## src/rtl/wpf_pkg.sv

```systemverilog
package wpf_pkg;

    localparam int BYTE_W   = 8;
    localparam int WORD_B   = 4;
    localparam int WORD_W   = BYTE_W * WORD_B;
    localparam int IDX_W    = $clog2(WORD_B);
    localparam int TRIG_W   = 3;

    // control word bit positions
    localparam int CTL_W        = 8;
    localparam int CTL_RX_FLUSH = 0;
    localparam int CTL_TX_FLUSH = 1;
    localparam int CTL_RX_TRIG  = 2;
    localparam int CTL_TX_TRIG  = 5;

    // flag vector bit positions
    localparam int FLG_W      = 6;
    localparam int FLG_RX_REQ = 0;
    localparam int FLG_TX_REQ = 1;
    localparam int FLG_RX_UNF = 4;
    localparam int FLG_TX_OVF = 5;

    localparam logic [TRIG_W-1:0] TX_TRIG_RST = 3'd7;
    localparam logic [TRIG_W-1:0] RX_TRIG_RST = 3'd0;

    typedef struct packed {
        logic [IDX_W-1:0]  last;
        logic [WORD_W-1:0] data;
    } txw_t;

    function automatic logic [BYTE_W-1:0] byte_of(input logic [WORD_W-1:0] w,
                                                  input logic [IDX_W-1:0] i);
        return w[i*BYTE_W +: BYTE_W];
    endfunction

    function automatic logic [WORD_W-1:0] place_byte(input logic [WORD_W-1:0] acc,
                                                     input logic [BYTE_W-1:0] b,
                                                     input logic [IDX_W-1:0] i);
        logic [WORD_W-1:0] r;
        r = acc;
        r[i*BYTE_W +: BYTE_W] = b;
        return r;
    endfunction

endpackage

```

## src/rtl/wpf_ring.sv

```systemverilog
module wpf_ring #(
    parameter int W     = 32,
    parameter int DEPTH = 8,
    localparam int CW   = $clog2(DEPTH + 1),
    localparam int AW   = (DEPTH > 1) ? $clog2(DEPTH) : 1
) (
    input  logic          clk,
    input  logic          rst,
    input  logic          flush,
    input  logic          push,
    input  logic [W-1:0]  wdata,
    input  logic          pop,
    output logic [W-1:0]  rdata,
    output logic [CW-1:0] count,
    output logic          full,
    output logic          empty
);

    logic [W-1:0]  mem [DEPTH];
    logic [AW-1:0] wp, rp;
    logic [CW-1:0] cnt;
    logic          do_push, do_pop;

    function automatic logic [AW-1:0] bump(input logic [AW-1:0] p);
        return (p == AW'(DEPTH - 1)) ? '0 : p + AW'(1);
    endfunction

    assign full    = (cnt == CW'(DEPTH));
    assign empty   = (cnt == '0);
    assign do_push = push && !full && !flush;
    assign do_pop  = pop && !empty && !flush;
    assign rdata   = mem[rp];
    assign count   = cnt;

    always_ff @(posedge clk) begin
        if (rst || flush) begin
            wp  <= '0;
            rp  <= '0;
            cnt <= '0;
        end else begin
            if (do_push) wp <= bump(wp);
            if (do_pop)  rp <= bump(rp);
            case ({do_push, do_pop})
                2'b10:   cnt <= cnt + CW'(1);
                2'b01:   cnt <= cnt - CW'(1);
                default: cnt <= cnt;
            endcase
        end
    end

    always_ff @(posedge clk) begin
        if (do_push) mem[wp] <= wdata;
    end


    cnt_bound_chk: assert property (@(posedge clk) disable iff (rst)
        cnt <= CW'(DEPTH));


    flush_empty_chk: assert property (@(posedge clk) disable iff (rst)
        flush |=> empty);

endmodule

```

## src/rtl/wpf_unpack.sv

```systemverilog
module wpf_unpack
    import wpf_pkg::*;
(
    input  logic              clk,
    input  logic              rst,
    input  logic              flush,
    input  txw_t              head,
    input  logic              avail,
    output logic              pop,
    output logic [BYTE_W-1:0] byte_o,
    output logic              valid_o,
    input  logic              take_i
);

    txw_t             cur;
    logic [IDX_W-1:0] idx;
    logic             busy;
    logic             take, fin, load;

    assign take    = busy && take_i;
    assign fin     = take && (idx == cur.last);
    assign load    = (!busy || fin) && avail && !flush;
    assign pop     = load;
    assign valid_o = busy;
    assign byte_o  = byte_of(cur.data, idx);

    always_ff @(posedge clk) begin
        if (rst || flush) begin
            busy <= 1'b0;
            idx  <= '0;
            cur  <= '0;
        end else if (load) begin
            cur  <= head;
            idx  <= '0;
            busy <= 1'b1;
        end else if (fin) begin
            busy <= 1'b0;
            idx  <= '0;
        end else if (take) begin
            idx  <= idx + IDX_W'(1);
        end
    end


    tx_hold_chk: assert property (@(posedge clk) disable iff (rst)
        (valid_o && !take_i && !flush) |=> (valid_o && $stable(byte_o)));

endmodule

```

## src/rtl/wpf_pack.sv

```systemverilog
module wpf_pack
    import wpf_pkg::*;
(
    input  logic              clk,
    input  logic              rst,
    input  logic              flush,
    input  logic [BYTE_W-1:0] byte_i,
    input  logic              valid_i,
    input  logic              end_i,
    input  logic              room,
    output logic              ready_o,
    output logic              push_o,
    output logic [WORD_W-1:0] word_o
);

    logic [WORD_W-1:0] acc;
    logic [IDX_W-1:0]  bidx;
    logic              accept, done;

    assign ready_o = room;
    assign accept  = valid_i && room && !flush;
    assign done    = accept && (end_i || bidx == IDX_W'(WORD_B - 1));
    assign word_o  = place_byte(acc, byte_i, bidx);
    assign push_o  = done;

    always_ff @(posedge clk) begin
        if (rst || flush) begin
            acc  <= '0;
            bidx <= '0;
        end else if (done) begin
            acc  <= '0;
            bidx <= '0;
        end else if (accept) begin
            acc  <= word_o;
            bidx <= bidx + IDX_W'(1);
        end
    end


    rx_room_chk: assert property (@(posedge clk) disable iff (rst)
        push_o |-> room);

endmodule

```

## src/rtl/wordfifo_pair.sv

```systemverilog
module wordfifo_pair
    import wpf_pkg::*;
#(
    parameter int DEPTH = 8,
    localparam int CW   = $clog2(DEPTH + 1)
) (
    input  logic              clk,
    input  logic              rst,
    input  logic              bus_tx_push,
    input  logic [WORD_W-1:0] bus_tx_word,
    input  logic [IDX_W-1:0]  bus_tx_last,
    input  logic              bus_rx_pop,
    output logic [WORD_W-1:0] bus_rx_word,
    input  logic              bus_ctl_wr,
    input  logic [CTL_W-1:0]  bus_ctl_wdata,
    output logic [CTL_W-1:0]  bus_ctl_rdata,
    output logic [2*CW-1:0]   bus_status,
    output logic [FLG_W-1:0]  bus_flags,
    output logic [BYTE_W-1:0] eng_tx_byte,
    output logic              eng_tx_valid,
    input  logic              eng_tx_take,
    input  logic [BYTE_W-1:0] eng_rx_byte,
    input  logic              eng_rx_valid,
    input  logic              eng_rx_end,
    output logic              eng_rx_ready
);

    logic [TRIG_W-1:0] tx_trig, rx_trig;
    logic              tx_fl, rx_fl;
    logic              tx_ovf, rx_unf;

    txw_t              tx_in, tx_head;
    logic [CW-1:0]     tx_cnt, rx_cnt, tx_free;
    logic              tx_full, tx_empty, rx_full, rx_empty;
    logic              tx_pop;
    logic              rx_push;
    logic [WORD_W-1:0] rx_in, rx_head;

    assign tx_in.data = bus_tx_word;
    assign tx_in.last = bus_tx_last;

    wpf_ring #(.W($bits(txw_t)), .DEPTH(DEPTH)) u_txq (
        .clk(clk), .rst(rst), .flush(tx_fl),
        .push(bus_tx_push), .wdata(tx_in),
        .pop(tx_pop), .rdata(tx_head),
        .count(tx_cnt), .full(tx_full), .empty(tx_empty)
    );

    wpf_unpack u_unp (
        .clk(clk), .rst(rst), .flush(tx_fl),
        .head(tx_head), .avail(!tx_empty), .pop(tx_pop),
        .byte_o(eng_tx_byte), .valid_o(eng_tx_valid), .take_i(eng_tx_take)
    );

    wpf_ring #(.W(WORD_W), .DEPTH(DEPTH)) u_rxq (
        .clk(clk), .rst(rst), .flush(rx_fl),
        .push(rx_push), .wdata(rx_in),
        .pop(bus_rx_pop), .rdata(rx_head),
        .count(rx_cnt), .full(rx_full), .empty(rx_empty)
    );

    wpf_pack u_pck (
        .clk(clk), .rst(rst), .flush(rx_fl),
        .byte_i(eng_rx_byte), .valid_i(eng_rx_valid), .end_i(eng_rx_end),
        .room(!rx_full), .ready_o(eng_rx_ready),
        .push_o(rx_push), .word_o(rx_in)
    );

    // control register: triggers persist, flush bits live one cycle
    always_ff @(posedge clk) begin
        if (rst) begin
            tx_trig <= TX_TRIG_RST;
            rx_trig <= RX_TRIG_RST;
            tx_fl   <= 1'b0;
            rx_fl   <= 1'b0;
        end else if (bus_ctl_wr) begin
            tx_trig <= bus_ctl_wdata[CTL_TX_TRIG +: TRIG_W];
            rx_trig <= bus_ctl_wdata[CTL_RX_TRIG +: TRIG_W];
            tx_fl   <= bus_ctl_wdata[CTL_TX_FLUSH];
            rx_fl   <= bus_ctl_wdata[CTL_RX_FLUSH];
        end else begin
            tx_fl   <= 1'b0;
            rx_fl   <= 1'b0;
        end
    end

    // sticky errors, cleared by the matching flush
    always_ff @(posedge clk) begin
        if (rst || tx_fl)                  tx_ovf <= 1'b0;
        else if (bus_tx_push && tx_full)   tx_ovf <= 1'b1;
    end

    always_ff @(posedge clk) begin
        if (rst || rx_fl)                  rx_unf <= 1'b0;
        else if (bus_rx_pop && rx_empty)   rx_unf <= 1'b1;
    end

    assign tx_free     = CW'(DEPTH) - tx_cnt;
    assign bus_status  = {tx_free, rx_cnt};
    assign bus_rx_word = rx_empty ? '0 : rx_head;

    always_comb begin
        bus_ctl_rdata                            = '0;
        bus_ctl_rdata[CTL_TX_TRIG +: TRIG_W]     = tx_trig;
        bus_ctl_rdata[CTL_RX_TRIG +: TRIG_W]     = rx_trig;
        bus_ctl_rdata[CTL_TX_FLUSH]              = tx_fl;
        bus_ctl_rdata[CTL_RX_FLUSH]              = rx_fl;
    end

    always_comb begin
        bus_flags             = '0;
        bus_flags[FLG_TX_OVF] = tx_ovf;
        bus_flags[FLG_RX_UNF] = rx_unf;
        bus_flags[FLG_TX_REQ] = (tx_free >= CW'(tx_trig) + CW'(1));
        bus_flags[FLG_RX_REQ] = (rx_cnt  >= CW'(rx_trig) + CW'(1));
    end


    ovf_set_chk: assert property (@(posedge clk) disable iff (rst)
        (bus_tx_push && tx_full && !tx_fl) |=> bus_flags[FLG_TX_OVF]);


    unf_set_chk: assert property (@(posedge clk) disable iff (rst)
        (bus_rx_pop && rx_empty && !rx_fl) |=> bus_flags[FLG_RX_UNF]);


    tx_flush_clr_chk: assert property (@(posedge clk) disable iff (rst)
        (tx_fl && !(bus_ctl_wr && bus_ctl_wdata[CTL_TX_FLUSH]))
            |=> (!bus_ctl_rdata[CTL_TX_FLUSH] && bus_status[2*CW-1:CW] == CW'(DEPTH)));


    rx_flush_clr_chk: assert property (@(posedge clk) disable iff (rst)
        (rx_fl && !(bus_ctl_wr && bus_ctl_wdata[CTL_RX_FLUSH]))
            |=> (!bus_ctl_rdata[CTL_RX_FLUSH] && bus_status[CW-1:0] == '0));

endmodule

```

## config.mk

```make
export PLATFORM = sky130hd
export DESIGN_NAME = wordfifo_pair
export DESIGN_NICKNAME = d
export VERILOG_FILES = /design/src/rtl/wpf_pkg.sv /design/src/rtl/wpf_ring.sv /design/src/rtl/wpf_unpack.sv /design/src/rtl/wpf_pack.sv /design/src/rtl/wordfifo_pair.sv
export SDC_FILE = /design/constraint.sdc
export NUM_CORES = 1
export LEC_CHECK = 0
export ABC_AREA = 1
export BUFFER_PORTS_ARGS = -buffer_cell sky130_fd_sc_hd__buf_2
export CAP_MARGIN = 20
export CORE_ASPECT_RATIO = 1.2
export CORE_MARGIN = 1
export CORE_UTILIZATION = 60
export CTS_BUF_LIST = sky130_fd_sc_hd__clkbuf_2
export DETAILED_ROUTE_END_ITERATION = 7
export HOLD_SLACK_MARGIN = 0.08
export PLACE_DENSITY = 0.83
export SLEW_MARGIN = 0
export SYNTH_ARGS = -nofsm -noshare
export SYNTH_HDL_FRONTEND = slang
export SYNTH_SLANG_ARGS = --single-unit
```

## constraint.sdc

```tcl
create_clock -name clk -period 4.1 [get_ports clk]
set_input_delay 0.205 -clock clk [delete_from_list [all_inputs] [get_ports clk]]
set_output_delay 0.205 -clock clk [all_outputs]
set_load 0.005 [all_outputs]
```

# == Word-level counts from Yosys, hierarchy flattened ==
# Memories as Yosys holds them, arrays and structs flattened. A register that Yosys moved wholly into a read port is not among the register bits.
# Index checks and enable logic that the tools add are counted.
# totals
elab_cells,102
reg_bits,67
out_inout_bits,64
ram_bits,528
romBits,0
latch_bits,0
mem_count,2
# memory_table
name,depth,word_bits,read_ports,rd_ports_with_merged_regs,write_ports,line,text
u_txq.mem,8,34,1,1,1,wpf_ring.sv:19,logic [W-1:0] mem [DEPTH];
u_rxq.mem,8,32,1,1,1,wpf_ring.sv:19,
# classes
mul,0
addsub,14
eq_ne,12
reduce_logical,36
muxes,16
shifts,3
n_lt_le_gt_ge,2
bitwise_logic,1
div_mod_pow,0
# op_table
op,n
negation 5 -> 34 bit,1
"variable shift 8 x 34 -> 32 bit, first input constant",1
variable part select 8 x 34 -> 32 bit,1
bitwise mux 32 bit,1
2-to-1 mux 32 bit,1
variable part select 32 x 6 -> 8 bit,1
2-to-1 mux 3 bit,6
logical AND 1 bit,17
case mux 4 bit (2 select lines),2
"adder 3 x 1 -> 3 bit, second input constant",4
"equality test 3 bit, second input constant",4
"adder 3 x 1 -> 4 bit, second input constant",2
"adder 4 x 1 -> 4 bit, second input constant",2
"equality test 4 bit, second input constant",2
>= comparator 4 bit,2
zero test 4 bit,2
"subtractor 4 x 1 -> 4 bit, second input constant",2
zero test 1 bit,7
"equality test 2 bit, second input constant",3
2-to-1 mux 1 bit,6
nonzero test 2 bit,3
"adder 2 x 1 -> 2 bit, second input constant",2
"equality test 2 x 1 -> 1 bit, second input constant",2
logical OR 1 bit,4
5 further kinds,6

# == Logic depth before layout (Yosys ltp) ==
# depth
depth_word,9
depth_mapped,15
ltp_nobuf,15

# == Modules after synthesis ==
# A second synthesis with hierarchy kept.
# hier_totals
cells_unflattened,2519
area_unflattened_um2,27029.7
# modules_own_cells
mod,area_per_inst_um2,instances,cells_each
wpf_ring (u_txq),11320.9,1,867
wpf_ring (u_rxq),10674.0,1,822
wpf_pack,2113.3,1,371
wpf_unpack,1941.9,1,294
wordfifo_pair,979.7,1,165

# == Worst setup path before layout ==
# No wires, ideal clock.
# synth_path
path_kind,register -> register
from,"register u_txq.cnt[0], in the netlist u_txq.count[0]"
to,"memory u_txq.mem[1][0] (netlist bit), enable pin"
required_time_ns,3.675
period_less_slack_ns,3.126
stages_incl_launch_ff,10
t_arrival_ns,2.701
setup_slack_ns,0.974
path_cell_list,dfxtp_1 -> inv_1 -> ha_1 -> nand3_1 -> nand2_1 -> nor2_1 -> inv_1 -> nor2_1 -> inv_1 -> nor2_1
# synth_between
elab_chain_cells,6
# synth_rtl
element,line,text
from (decl),wpf_ring.sv:21,logic [CW-1:0] cnt;
from (signal assigned),wpf_ring.sv:44,2'b10: cnt <= cnt + CW'(1);
from (signal assigned),wpf_ring.sv:45,2'b01: cnt <= cnt - CW'(1);
from (signal assigned),wpf_ring.sv:46,default: cnt <= cnt;
equality test 4 bit,wpf_ring.sv:28,assign full = (cnt == CW'(DEPTH));
zero test 1 bit,wpf_ring.sv:30,assign do_push = push && !full && !flush;
logical AND 1 bit (2 in a row),wpf_ring.sv:30,
2-to-1 mux 1 bit,wpf_ring.sv:52,if (do_push) mem[wp] <= wdata;
2-to-1 mux 1 bit (implied by the code),wpf_ring.sv:52,
to (decl),wpf_ring.sv:19,
# No other way between the ends.

# == Worst setup path after layout ==
# layout_path
from,"register u_rxq.cnt[1], in the netlist u_rxq.count[1]"
to,"register u_rxq.cnt[2], in the netlist u_rxq.count[2]"
# layout_between
elab_chain_cells,9
elab_cells_between_ends,17
cone_classes,add/sub: 2; eq/ne: 3; mux: 1; reduce/logical: 11
# layout_rtl
element,line,text
from (decl),wpf_ring.sv:21,
from (signal assigned),wpf_ring.sv:44,
from (signal assigned),wpf_ring.sv:45,
from (signal assigned),wpf_ring.sv:46,
equality test 4 bit,wpf_ring.sv:28,
zero test 1 bit,"wpf_ring.sv:30, wordfifo_pair.sv:65",
logical AND 1 bit (2 in a row),wpf_pack.sv:21,assign accept = valid_i && room && !flush;
logical AND 1 bit,wpf_pack.sv:22,assign done = accept && (end_i || bidx == IDX_W'(WORD_B - 1));
logical AND 1 bit (2 in a row),wpf_ring.sv:30,
equality test 2 x 1 -> 1 bit / equality test 2 bit (equally long branches),wpf_ring.sv:43,"case ({do_push, do_pop})"
case mux 4 bit (2 select lines) / nonzero test 2 bit (equally long branches),--,
# Several ways; a longest one is shown, not always the timed one.
# A chain may end at the register's enable or synchronous reset.

==> results.yml <==
placement:
  place_congestion: 0.881
  place_hpwl_mm: 35.1
  portBuffers: 119
  dp.cells: 2954
  dpl_worst_slack_ns: 1.29
synth:
  synth-xor-area-share: 0.00369
  synth_flop_cell: "edfxtp_1"
  synth_compound_area_frac: 0.114
  synth_simple_gate_area_frac: 0.136
  avgSynthCellArea_um2: 10.9
  netlist_area_um2: 26100
  synth_cells: 2386
  ys_top_cells_by_area: "edfxtp_1 (61%), nor2_1 (8.1%), dfxtp_1 (8.0%), o21ai_0 (5.1%), nand2_1 (4.5%)"
  synth_top_family_by_area: "simple AND/OR/NAND/NOR gates"
  synth_mux_area_frac: 0
  yosysWarningCount: 0
  synth.most_common_cell: "nor2_1"
  synthArstFlopShare: 0
  yosysTopAreaCellShare: 0.607
  synth.largest_area_cell: "edfxtp_1"
  synth_edf_count: 528
  synthAdderAreaFrac: 0.0151
  ys_top_cells_by_count: "nor2_1 (567), edfxtp_1 (528), nand2_1 (310), o21ai_0 (268), o21ai_1 (128)"
  ys_seq_elements: 632
  ys_types: 38
  synth_seq_area_share: 0.687
critical_path:
  critical-path-top-delay-family: "simple AND/OR/NAND/NOR gates"
  worstReg2RegEnd: "u_rxq.count[2]"
  critPathBufInv: 3
  arrival_ns: 4.61
  r2r-start: "u_rxq.count[1]"
  worstSetupPathType: "flip-flop to flip-flop"
  crit_chain: "nor2_2 -> nand3_2 -> nand3b_4 -> nor2_4 -> dlygate4sd3_1 -> inv_2 -> ha_1 -> nor2_1 -> nor2_1 -> ha_1 -> a21oi_1 -> xnor2_1 -> o21ai_0 -> inv_1"
  cp_slowest_cell: "dlygate4sd3_1"
  crit_path_max_fanout: 35
  crit_required_ns: 5.11
  startpoint_type: "flip-flop"
  ff2ff_path_depth: 14
  cp-end-kind: "flip-flop"
  r2r_setup_slack_ns: 0.50
  slowest_delay_ns: 0.63
timing:
  fin_ws_ns: 0.497
  finalSetupViolCount: 0
  worst_slew_pin_slew_ns: 1.10
  fin_skew_ns: 0.0494
  hold_viol: 0
  tns_ns: 0
  fin_crit_sh: 0.879
  rsz0062_at_grt: "no"
  relSlewSlack: 0.258
  period_needed_ns: 3.60
  slew_viol_final: 0
  max_freq_mhz: 278
clocking:
  cts_root_buf: "clkbuf_2"
  cts_tree: "done"
  clk_latency_ns: 1.13
  clock-sinks: 632
  cts-buffers-inserted: 145
  clk_path_buf_depth: 3
  clk_pin_slew_ns: 0.13
  cts-htree-levels: 4
finish:
  area_delta_synth_final_pct: 14.4
  drive_gt1_frac: 0.164
  post-route-util: 0.696
  n_fill_cell: 2887
  fin_nets: 2766
  stdcell_count: 3346
grt:
  grt_usage: 0.291
  grt_pass1_vias: 19400
  grt_max_degree: 99
  grt_antenna_before_repair: 4
  grt_pass1_wl_mm: 98.7
  gr-total-overflow: 0
detailed_routing:
  postRouteAntennaNets: 0
  drt-total-wl_mm: 63.9
  drt-pass1-iter-count: 8
  drc_errors: 18
  drtIter0Drc: 1866
  vias_per_cell: 5.73
  wire_per_inst_um: 19.1
  vias: 19200
floorplan:
  core-area_um2: 42900
  dieArea_um2: 44400
  die_y_um: 231
  io_pins: 122
  fp-row-count: 83
  initial_core_util: 0.609
  die_x_um: 192
pwr:
  ir_drop_mv: 0.410
  power.density_nw_per_um2: 541
  p_leak_nw: 11.7
  p_total_w: 0.0162
run_status:
  status: "finished with violations"
  violations: "design-rule violations"
min_path:
  holdPathStages: 6
  worstHoldStart: "eng_rx_byte[1]"
  min_to: "u_pck.acc[25]"
  hp-class: "input pin to flip-flop"
run:
  cap_violations: 0
area by class of cell:
class                           count  area, µm²  share of cell area
Clock buffer                      217       1090              0.0364
Timing Repair Buffer              282       2190              0.0733
Sequential cell                   632      17900               0.601
Clock inverter                     44        353              0.0118
Antenna cell                        3       7.51            0.000251
Tap cell                          552        691              0.0231
Multi-Input combinational cell   1498       7150               0.239
Inverter                          118        447              0.0150
metrics by stage:
step / instance area [µm²] / hold slack [ns]
floorplan: 26100 / 0.304
global placement: 27100 / 0.423
detailed placement: 27100 / 0.435
CTS: 29800 / 0.113
global route: 29900 / 0.163
finish: 29900 / 0.222
cells in the final DEF, fill, tap and decap left out, types with 2 or more instances in the layout:
master         instances
nor2_1               550
edfxtp_1             528
nand2_1              310
o21ai_0              268
clkbuf_2             217
o21ai_1              128
dlygate4sd3_1        122
buf_2                121
inv_1                112
dfxtp_1              101
a21oi_1               52
o32ai_1               32
buf_4                 32
clkinv_1              30
a21oi_2               30
ha_1                  30
o22ai_1               25
nor2_4                18
nand3_1               16
xnor2_1                9
inv_2                  7
bufinv_16              7
nand4_1                6
clkinv_2               6
nor2_2                 4
buf_12                 4
diode_2                3
dfxtp_4                3
nand2_4                2
o211ai_1               2
nand3b_1               2
a211oi_1               2
and3_1                 2
xor2_1                 2
conb_1                 2
clkbuf_4               2
worst max path at each step:
stage / end / depth (start not counted) / start
floorplan: u_txq.mem[1][0] / 9 / u_txq.count[0]
global placement: u_rxq.mem[2][30] / 7 / u_rxq.count[2]
detailed placement: u_rxq.mem[2][26] / 7 / u_rxq.count[1]
CTS: bus_rx_word[3] / 6 / flip-flop
global route: bus_rx_word[3] / 6 / flip-flop
finish: u_rxq.count[2] / 14 / u_rxq.count[1]
worst min-delay path, cell delays in order:
cell and delay, ns:
dlygate4sd3_1 0.54, buf_2 0.15, nand2_1 0.13, o21ai_0 0.13, nand2_1 0.10, a21oi_2 0.06
logic make-up (layout without fill, tap and decap cells):
family | count (synthesis) | in the layout
buffers and inverters | 257 | 661
DFF | 632 | 632
AOI/OAI and AO/OA | 540 | 540
xor gates and xnor gates | 11 | 11
and+or+nand+nor | 914 | 914
adders and majority gates | 31 | 31
other | 1 | 5
routing by layer:
layer,track usage,up-vias,share of wire
li1,-,8899,-
met1,0.322,9128,0.36
met2,0.517,952,0.53
met3,0.0564,205,0.071
met4,0.170,2,0.040
met5,0,-,0.00016
state kept, by name, indices dropped and copies added, names as in the netlist, named ones only:
register and cells:
rx_fl 1, rx_trig 3, rx_unf 1, tx_fl 1, tx_ovf 1, tx_trig 3
u_pck.acc 32, u_pck.bidx 2, u_rxq.count 4, u_rxq.mem 256, u_rxq.rp 3, u_rxq.wp 3
u_txq.count 4, u_txq.mem 272, u_txq.rp 3, u_txq.wp 3, u_unp.cur 34, u_unp.idx 2
u_unp.valid_o 1
repair_timing:
action / in CTS / in global routing
endpoints found under the hold margin: 714 / 0
hold buffers: 122 / 0
gates resized for setup: 0 / 0
setup buffers: 0 / 0
power breakdown:
part	leakage, nW	internal, W	switching (W)
logic	4.56	0.00146	0.00294
registers	6.07	0.00727	0.000237
clock network	1.08	0.00185	0.00241
(Power assumes the default switching activity.)
